[config.mk]
export PLATFORM = sky130hd
export DESIGN_NAME = spi_hub
export DESIGN_NICKNAME = d
export VERILOG_FILES = /design/src/rtl/spi_hub_pkg.sv /design/src/rtl/spi_hub_ctrl.sv /design/src/rtl/spi_hub_route.sv /design/src/rtl/spi_hub_echo_dev.sv /design/src/rtl/spi_hub.sv
export SDC_FILE = /design/constraint.sdc
export NUM_CORES = 1
export LEC_CHECK = 0
export ABC_AREA = 1
export BUFFER_PORTS_ARGS = -buffer_cell sky130_fd_sc_hd__buf_2
export CORE_UTILIZATION = 35
export DETAILED_ROUTE_END_ITERATION = 16
export PLACE_DENSITY = 0.66
export SLEW_MARGIN = 10
export SYNTH_ARGS = -nofsm -noshare
export SYNTH_HDL_FRONTEND = slang
export SYNTH_SLANG_ARGS = --single-unit
[constraint.sdc]
create_clock -name clk -period 1.37 [get_ports clk]
set_input_delay 0.274 -clock clk [delete_from_list [all_inputs] [get_ports clk]]
set_output_delay 0.274 -clock clk [all_outputs]
set_load 0.05 [all_outputs]
[src/rtl/spi_hub_pkg.sv]
package spi_hub_pkg;
  localparam int CTL_W = 16;
  localparam logic [CTL_W-1:0] CTL_STORE_MASK = 16'hCF03;
  localparam int BIT_BUSY   = 7;
  localparam int BIT_MODE16 = 10;
  localparam int BIT_HOLD   = 11;
  localparam int BIT_IE     = 14;
  localparam int BIT_EN     = 15;
  localparam int SEL_LO     = 8;

  // Reply transform of stub device k: XOR with k*0x3C (low byte)
  function automatic logic [7:0] dev_key(input int k);
    return 8'(k * 60);
  endfunction
endpackage

[src/rtl/spi_hub_ctrl.sv]
module spi_hub_ctrl
  import spi_hub_pkg::*;
(
  input  logic             clk,
  input  logic             rst_n,
  input  logic             we,
  input  logic [CTL_W-1:0] wdata,
  output logic [CTL_W-1:0] ctl_q,
  output logic             warn_q
);
  always_ff @(posedge clk) begin
    if (!rst_n) begin
      ctl_q  <= '0;
      warn_q <= 1'b0;
    end else if (we) begin
      ctl_q <= wdata & CTL_STORE_MASK;
      if (wdata[BIT_MODE16]) warn_q <= 1'b1;
    end
  end
endmodule

[src/rtl/spi_hub_route.sv]
module spi_hub_route #(
  parameter int NUM_DEV = 2,
  parameter int SEL_W   = 2,
  parameter int DW      = 8
) (
  input  logic               clk,
  input  logic               rst_n,
  input  logic               en,
  input  logic               ie,
  input  logic [SEL_W-1:0]   sel,
  input  logic               dat_valid,
  output logic               dat_ready,
  output logic [NUM_DEV-1:0] dev_we,
  input  logic [DW-1:0]      dev_rbyte [NUM_DEV],
  output logic [DW-1:0]      rbyte,
  output logic               busy_q,
  output logic               irq_q,
  output logic               err_q
);
  logic accept, mapped, hit;

  assign mapped    = (32'(sel) < NUM_DEV);
  assign dat_ready = !busy_q;
  assign accept    = dat_valid && dat_ready;
  assign hit       = accept && en && mapped;

  generate
    for (genvar k = 0; k < NUM_DEV; k++) begin : g_we
      assign dev_we[k] = hit && (32'(sel) == k);
    end
  endgenerate

  always_comb begin
    rbyte = '0;
    for (int k = 0; k < NUM_DEV; k++)
      if (en && 32'(sel) == k) rbyte = dev_rbyte[k];
  end

  always_ff @(posedge clk) begin
    if (!rst_n) begin
      busy_q <= 1'b0;
      irq_q  <= 1'b0;
      err_q  <= 1'b0;
    end else begin
      busy_q <= hit;
      irq_q  <= hit && ie;
      if (accept && en && !mapped) err_q <= 1'b1;
    end
  end
endmodule

[src/rtl/spi_hub_echo_dev.sv]
module spi_hub_echo_dev #(
  parameter int         DW  = 8,
  parameter logic [7:0] KEY = 8'h00
) (
  input  logic          clk,
  input  logic          rst_n,
  input  logic          we,
  input  logic          hold,
  input  logic [DW-1:0] wbyte,
  output logic [DW-1:0] rbyte,
  output logic          cs
);
  always_ff @(posedge clk) begin
    if (!rst_n) begin
      rbyte <= '0;
      cs    <= 1'b0;
    end else if (we) begin
      rbyte <= wbyte ^ DW'(KEY);
      cs    <= hold;
    end
  end
endmodule

[src/rtl/spi_hub.sv]
module spi_hub
  import spi_hub_pkg::*;
#(
  parameter int NUM_DEV = 2,
  parameter int SEL_W   = 2
) (
  input  logic               clk,
  input  logic               rst_n,
  input  logic               ctl_we,
  input  logic [15:0]        ctl_wdata,
  input  logic               dat_valid,
  output logic               dat_ready,
  input  logic [15:0]        dat_wdata,
  output logic [15:0]        ctl_rdata,
  output logic [7:0]         dat_rdata,
  output logic [31:0]        wide_rdata,
  output logic               irq,
  output logic               mode16_warn,
  output logic               unmapped_err,
  output logic [NUM_DEV-1:0] dev_cs
);
  localparam int DW = 8;

  logic [CTL_W-1:0]   ctl_q;
  logic [NUM_DEV-1:0] dev_we;
  logic [DW-1:0]      dev_rbyte [NUM_DEV];
  logic               busy;

  spi_hub_ctrl u_ctrl (
    .clk(clk), .rst_n(rst_n), .we(ctl_we), .wdata(ctl_wdata),
    .ctl_q(ctl_q), .warn_q(mode16_warn)
  );

  spi_hub_route #(.NUM_DEV(NUM_DEV), .SEL_W(SEL_W), .DW(DW)) u_route (
    .clk(clk), .rst_n(rst_n),
    .en(ctl_q[BIT_EN]), .ie(ctl_q[BIT_IE]), .sel(ctl_q[SEL_LO +: SEL_W]),
    .dat_valid(dat_valid), .dat_ready(dat_ready),
    .dev_we(dev_we), .dev_rbyte(dev_rbyte), .rbyte(dat_rdata),
    .busy_q(busy), .irq_q(irq), .err_q(unmapped_err)
  );

  generate
    for (genvar k = 0; k < NUM_DEV; k++) begin : g_dev
      spi_hub_echo_dev #(.DW(DW), .KEY(dev_key(k))) u_dev (
        .clk(clk), .rst_n(rst_n), .we(dev_we[k]), .hold(ctl_q[BIT_HOLD]),
        .wbyte(dat_wdata[DW-1:0]), .rbyte(dev_rbyte[k]), .cs(dev_cs[k])
      );
    end
  endgenerate

  always_comb begin
    ctl_rdata           = ctl_q;
    ctl_rdata[BIT_BUSY] = busy;
  end

  assign wide_rdata = {8'h00, dat_rdata, ctl_rdata};
endmodule

# Word-level counts from Yosys, hierarchy flattened
# Cells that the tools add are included.
[classes]
n_lt_le_gt_ge = 1
n_mux = 2
n_reduce_logical = 13
bitwise = 1
n_eq_ne = 1
[op_table]
columns = ["cell", "n"]
rows = [
  ["$mux 8", 2],
  ["$logic_and 1x1->1", 9],
  ["$not 4->4", 1],
  ["$eq 2x1->1 const B", 1],
  ["$logic_not 1->1", 2],
  ["$logic_not 2->1", 1],
  ["$lt 2x2->1 const B", 1],
  ["$reduce_and 2->1", 1],
]
[totals]
inputBits = 36
out_inout_bits = 62
register_bits = 30
wordCells = 27

# Logic depth before layout (Yosys ltp)
[depth]
ltp_word = 5
depth_mapped = 7
depth_no_buf = 5

# Cells and area by module
# A second synthesis with hierarchy kept.
[unflattened]
hier_cells = 234
hier_area_um2 = 1757.9
[modules_own_cells]
columns = ["mod", "seq_area_each_um2", "instances", "cells_each", "area_per_inst_um2"]
rows = [
  ["spi_hub_echo_dev at g_dev[0].u_dev", 180.2, 1, 57, 446.7],
  ["spi_hub_echo_dev at g_dev[1].u_dev", 180.2, 1, 53, 431.7],
  ["spi_hub_ctrl", 180.2, 1, 46, 360.3],
  ["spi_hub_route", 60.1, 1, 44, 267.8],
  ["spi_hub", 0.0, 1, 34, 251.5],
]

# Worst setup path after synthesis
# No wires, ideal clock.
[synth_timing]
path_type = "register to output"
startpoint = "register u_ctrl.ctl_q[8]"
endpoint = "output wide_rdata[23]"
path_slack_ns = -0.793
t_required_ns = 1.096
stages_incl_launch_ff = 7
t_arrival_ns = 1.889
path_buffers = 2
path_cell_list = "dfxtp_1 > inv_2 > nor2_4 > buf_6 > nand3_1 > nand2_1 > buf_4"
[synth_between]
elab_chain_len = 4
elab_cells_between_ends = 6
cone_classes = "eq/ne (1); mux (2); reduce/logical (3)"
[synth_rtl]
columns = ["item", "line", "source"]
rows = [
  ["start: declaration", "spi_hub_ctrl.sv:8", "output logic [CTL_W-1:0] ctl_q,"],
  ["start signal: assignment", "spi_hub_ctrl.sv:16", "ctl_q <= wdata & CTL_STORE_MASK;"],
  ["$logic_not 2->1", "spi_hub_route.sv:36", "if (en && 32'(sel) == k) rbyte = dev_rbyte[k];"],
  ["$logic_and 1x1->1", "spi_hub_route.sv:36", ""],
  ["$mux 8", "spi_hub_route.sv:36", ""],
  ["$mux 8 *", "spi_hub_route.sv:36", ""],
  ["end: declaration", "spi_hub.sv:16", "output logic [31:0] wide_rdata,"],
]
# Every way passes the cells marked *; elsewhere a longest branch is shown, timed or not.

# Worst setup path in the final report
[layout_timing]
startpoint = "register u_ctrl.ctl_q[8]"
endpoint = "output dat_rdata[0]"
[layout_between]
elab_chain_len = 4
elab_cells_between_ends = 6
cone_classes = "eq/ne (1); mux (2); reduce/logical (3)"
[layout_rtl]
columns = ["item", "line", "source"]
rows = [
  ["$logic_not 2->1", "spi_hub_route.sv:36", ""],
  ["$logic_and 1x1->1", "spi_hub_route.sv:36", ""],
  ["$mux 8", "spi_hub_route.sv:36", ""],
  ["$mux 8 *", "spi_hub_route.sv:36", ""],
  ["end: declaration", "spi_hub.sv:15", "output logic [7:0] dat_rdata,"],
]
# Marked as above.

==> out/results.ini <==
[clock_network]
cts_htree_levels=2
path_clk_slew_ps=60
clockBufferDepth=2
tritoncts=done
cts-root-buf=clkbuf_8
cts_buffers=5
clkSinkCount=30
cts_hold_buf=0
worstSkewPairLatency_ps=280

[yosys]
synth_top_area_frac=0.3524
synth_edf_count=0
ys_top_cells_by_area=dfxtp_1, buf_4, nor2_1
yosys_warnings=0
synth_compound_area_frac=0.04038
synth_most_common_cell=buf_4
syn-cell-area_mm2=0.001704
synth_commonest_cells=buf_4, nor2_1, nand3_1, dfxtp_1, nand2_1
synthArstFlopShare=0
ys_ff_latch=30
yosysSeqAreaShare=0.3524
synth_cells=234
synthMuxAreaShare=0
synth-adder-area-share=0
synth_top_family_by_area=simple AND/OR/NAND/NOR gates
ys.flop_type=dfxtp_1
avgSynthCellArea_um2=7.283
ys_types=20
synth_top_area_cell=dfxtp_1
synth_simple_gate_area_frac=0.3289
synth_xor_area_frac=0

[setup_path]
startpoint_type=flop
cp_data_arrival_time_ps=1290
required_ps=1100
endpoint_kind=primary output
path_class=reg -> out
crit_fanout=11

[drt]
routed_wl_um=3785
drc=0
dr.pass1.iters=4
drt_iter0_markers=71
ant_nets=0
route.met2.wl_um=1970
top_layer=met4
wl_met3_um=268
vias_per_cell=4.475
routedWlPerCell_um=11.17
vias=1517
wl_met1_um=1521

[sta]
clock_skew_ps=6.257
fin_crit_sh=1.138
clock.fmax_ghz=0.6412
worst_slack_ps=-189.5
grt_setup_unrepaired=yes
hold_violations=0
slew_violations=0
setup_viol=16
post-route-min-period_ps=1559
fin_hold_ws_ps=214.7

[pwr]
p_sw_frac=0.3694
power_frac_seq=0.409
power.switching_w=0.0008534
ir_drop_mv=0.5562
power.share.clock=0.296
p_per_area_mw_per_mm2=926.6
p_total_w=0.002310
pwr-share-comb=0.295
p_leak_nw=1.115
intPower_w=0.001457

[global_route]
grt_use_total=0.1555
overflow=0
grt_pass1_vias=1356
antenna_found_initial=0
grt_max_degree=22
grt_pass1_wl_um=6058

[run_status]
status=finished with violations
violations=setup timing

[hold_path]
hold_path.class=in -> reg

[die]
core_mm2=0.004692
die_x_um=71.78
pin_count=98
initial_core_util=0.3632
std_cell_rows=25
die_h_um=71.78
die_area_mm2=0.005152

[final_layout]
syn_to_final_growth_pct=46.33
drive_gt1_frac=0.4491
nNetsFinal=320
diodes=0
utilization=0.5315
fin_area_mm2=0.002494

[job]
drv_cap=0

[place]
pre_cts_slack_ps=-58.24
dpl_cell_area_mm2=0.002121
io_buffers=59
place_hpwl_um=2600
place_congestion=0.7237

==> flip-flops by register name, indices dropped and copies added, names as in the netlist <==
| register | count |
|---|---|
| u_ctrl.ctl_q | 8 |
| u_ctrl.warn_q | 1 |
| u_route.err_q | 1 |
| u_route.busy_q | 1 |
| g_dev.u_dev.rbyte | 16 |
| g_dev.u_dev.cs | 2 |
| u_route.irq_q | 1 |
==> what timing repair did <==
item | in CTS | in global routing
buffers inserted | 4 | 0
cloned | 1 | 0
gates resized for setup | 62 | 4
pin swaps | 7 | 0
endpoints found under the setup margin | 20 | 18
==> cells in the final DEF, fill, tap and decap left out <==
cell and count:
nor2_1 43, conb_1 22, buf_4 14, buf_2 39, inv_1 14, nor3_1 1, dfxtp_2 1, a21oi_1 5
buf_6 5, nor2_4 4, clkbuf_1 1, nand2_2 2, a21oi_2 1, clkbuf_8 5, o21ai_1 2, nand3_1 15
dfxtp_4 2, inv_2 1, buf_16 1, nor2_2 3, buf_8 14, o21ai_0 5, clkinv_2 2, dfxtp_1 27
nand2_1 22, buf_12 4, nand3_2 11, inv_4 1, nand3_4 10, nand2_8 8
==> cells by family after synthesis <==
kind of cell | count (synthesis)
DFF | 30
AOI/OAI and AO/OA | 13
and+or+nand+nor | 119
other | 1
buffers and inverters | 71
==> area by class of cell <==
type / instances / area [um2]
Fill cell: 464 / 2198
Inverter: 16 / 62.56
Timing Repair Buffer: 77 / 674.4
Tap cell: 54 / 67.56
Clock inverter: 2 / 10.01
Sequential cell: 30 / 609.3
Multi-Input combinational cell: 154 / 997.2
Clock buffer: 6 / 72.57
==> power by group through the flow <==
stage	logic [W]	registers (W)	clock network, W
2_1_floorplan	0.000525	0.00100	0
3_5_place_dp	0.000621	0.000959	0
6_report	0.000682	0.000945	0.000683
5_1_grt	0.000722	0.000949	0.000752
4_1_cts	0.000678	0.000944	0.000709
3_3_place_gp	0.000616	0.000956	0
==> metal layers <==
metal | vias up | global-route usage
met5 | - | 0
met4 | 0 | 0.05447
met3 | 4 | 0.06610
met2 | 59 | 0.2621
met1 | 686 | 0.1761
li1 | 768 | -
==> through the flow <==
| step | setup TNS (ps) | instances |
|---|---|---|
| after floorplan | -1739 | 255 |
| after global placement | -596.8 | 326 |
| after detailed placement | -770.5 | 326 |
| after CTS | -3303 | 339 |
| after global routing | -3956 | 339 |
| final | -2940 | 339 |
==> worst paths after layout <==
check / to / slack [ps] / depth (start not counted) / startpoint
worst max-delay path: dat_rdata[0] / -190 / 5 / u_ctrl.ctl_q[8]
worst min-delay path: u_ctrl.ctl_q[1] / 210 / 3 / ctl_wdata[1]
worst max register to register: g_dev[1].u_dev.rbyte[0] / 120 / 5 / u_ctrl.ctl_q[15]
worst min register to register: u_ctrl.warn_q / 460 / 2 / u_ctrl.warn_q
==> worst max-delay path: stages, from the launching register on <==
cell and delay (ps):
dfxtp_4 360, nor2_4 120, buf_12 150, nand3_2 120, nand2_8 100, buf_8 140
Note: power is estimated with default switching activity, not from simulation.
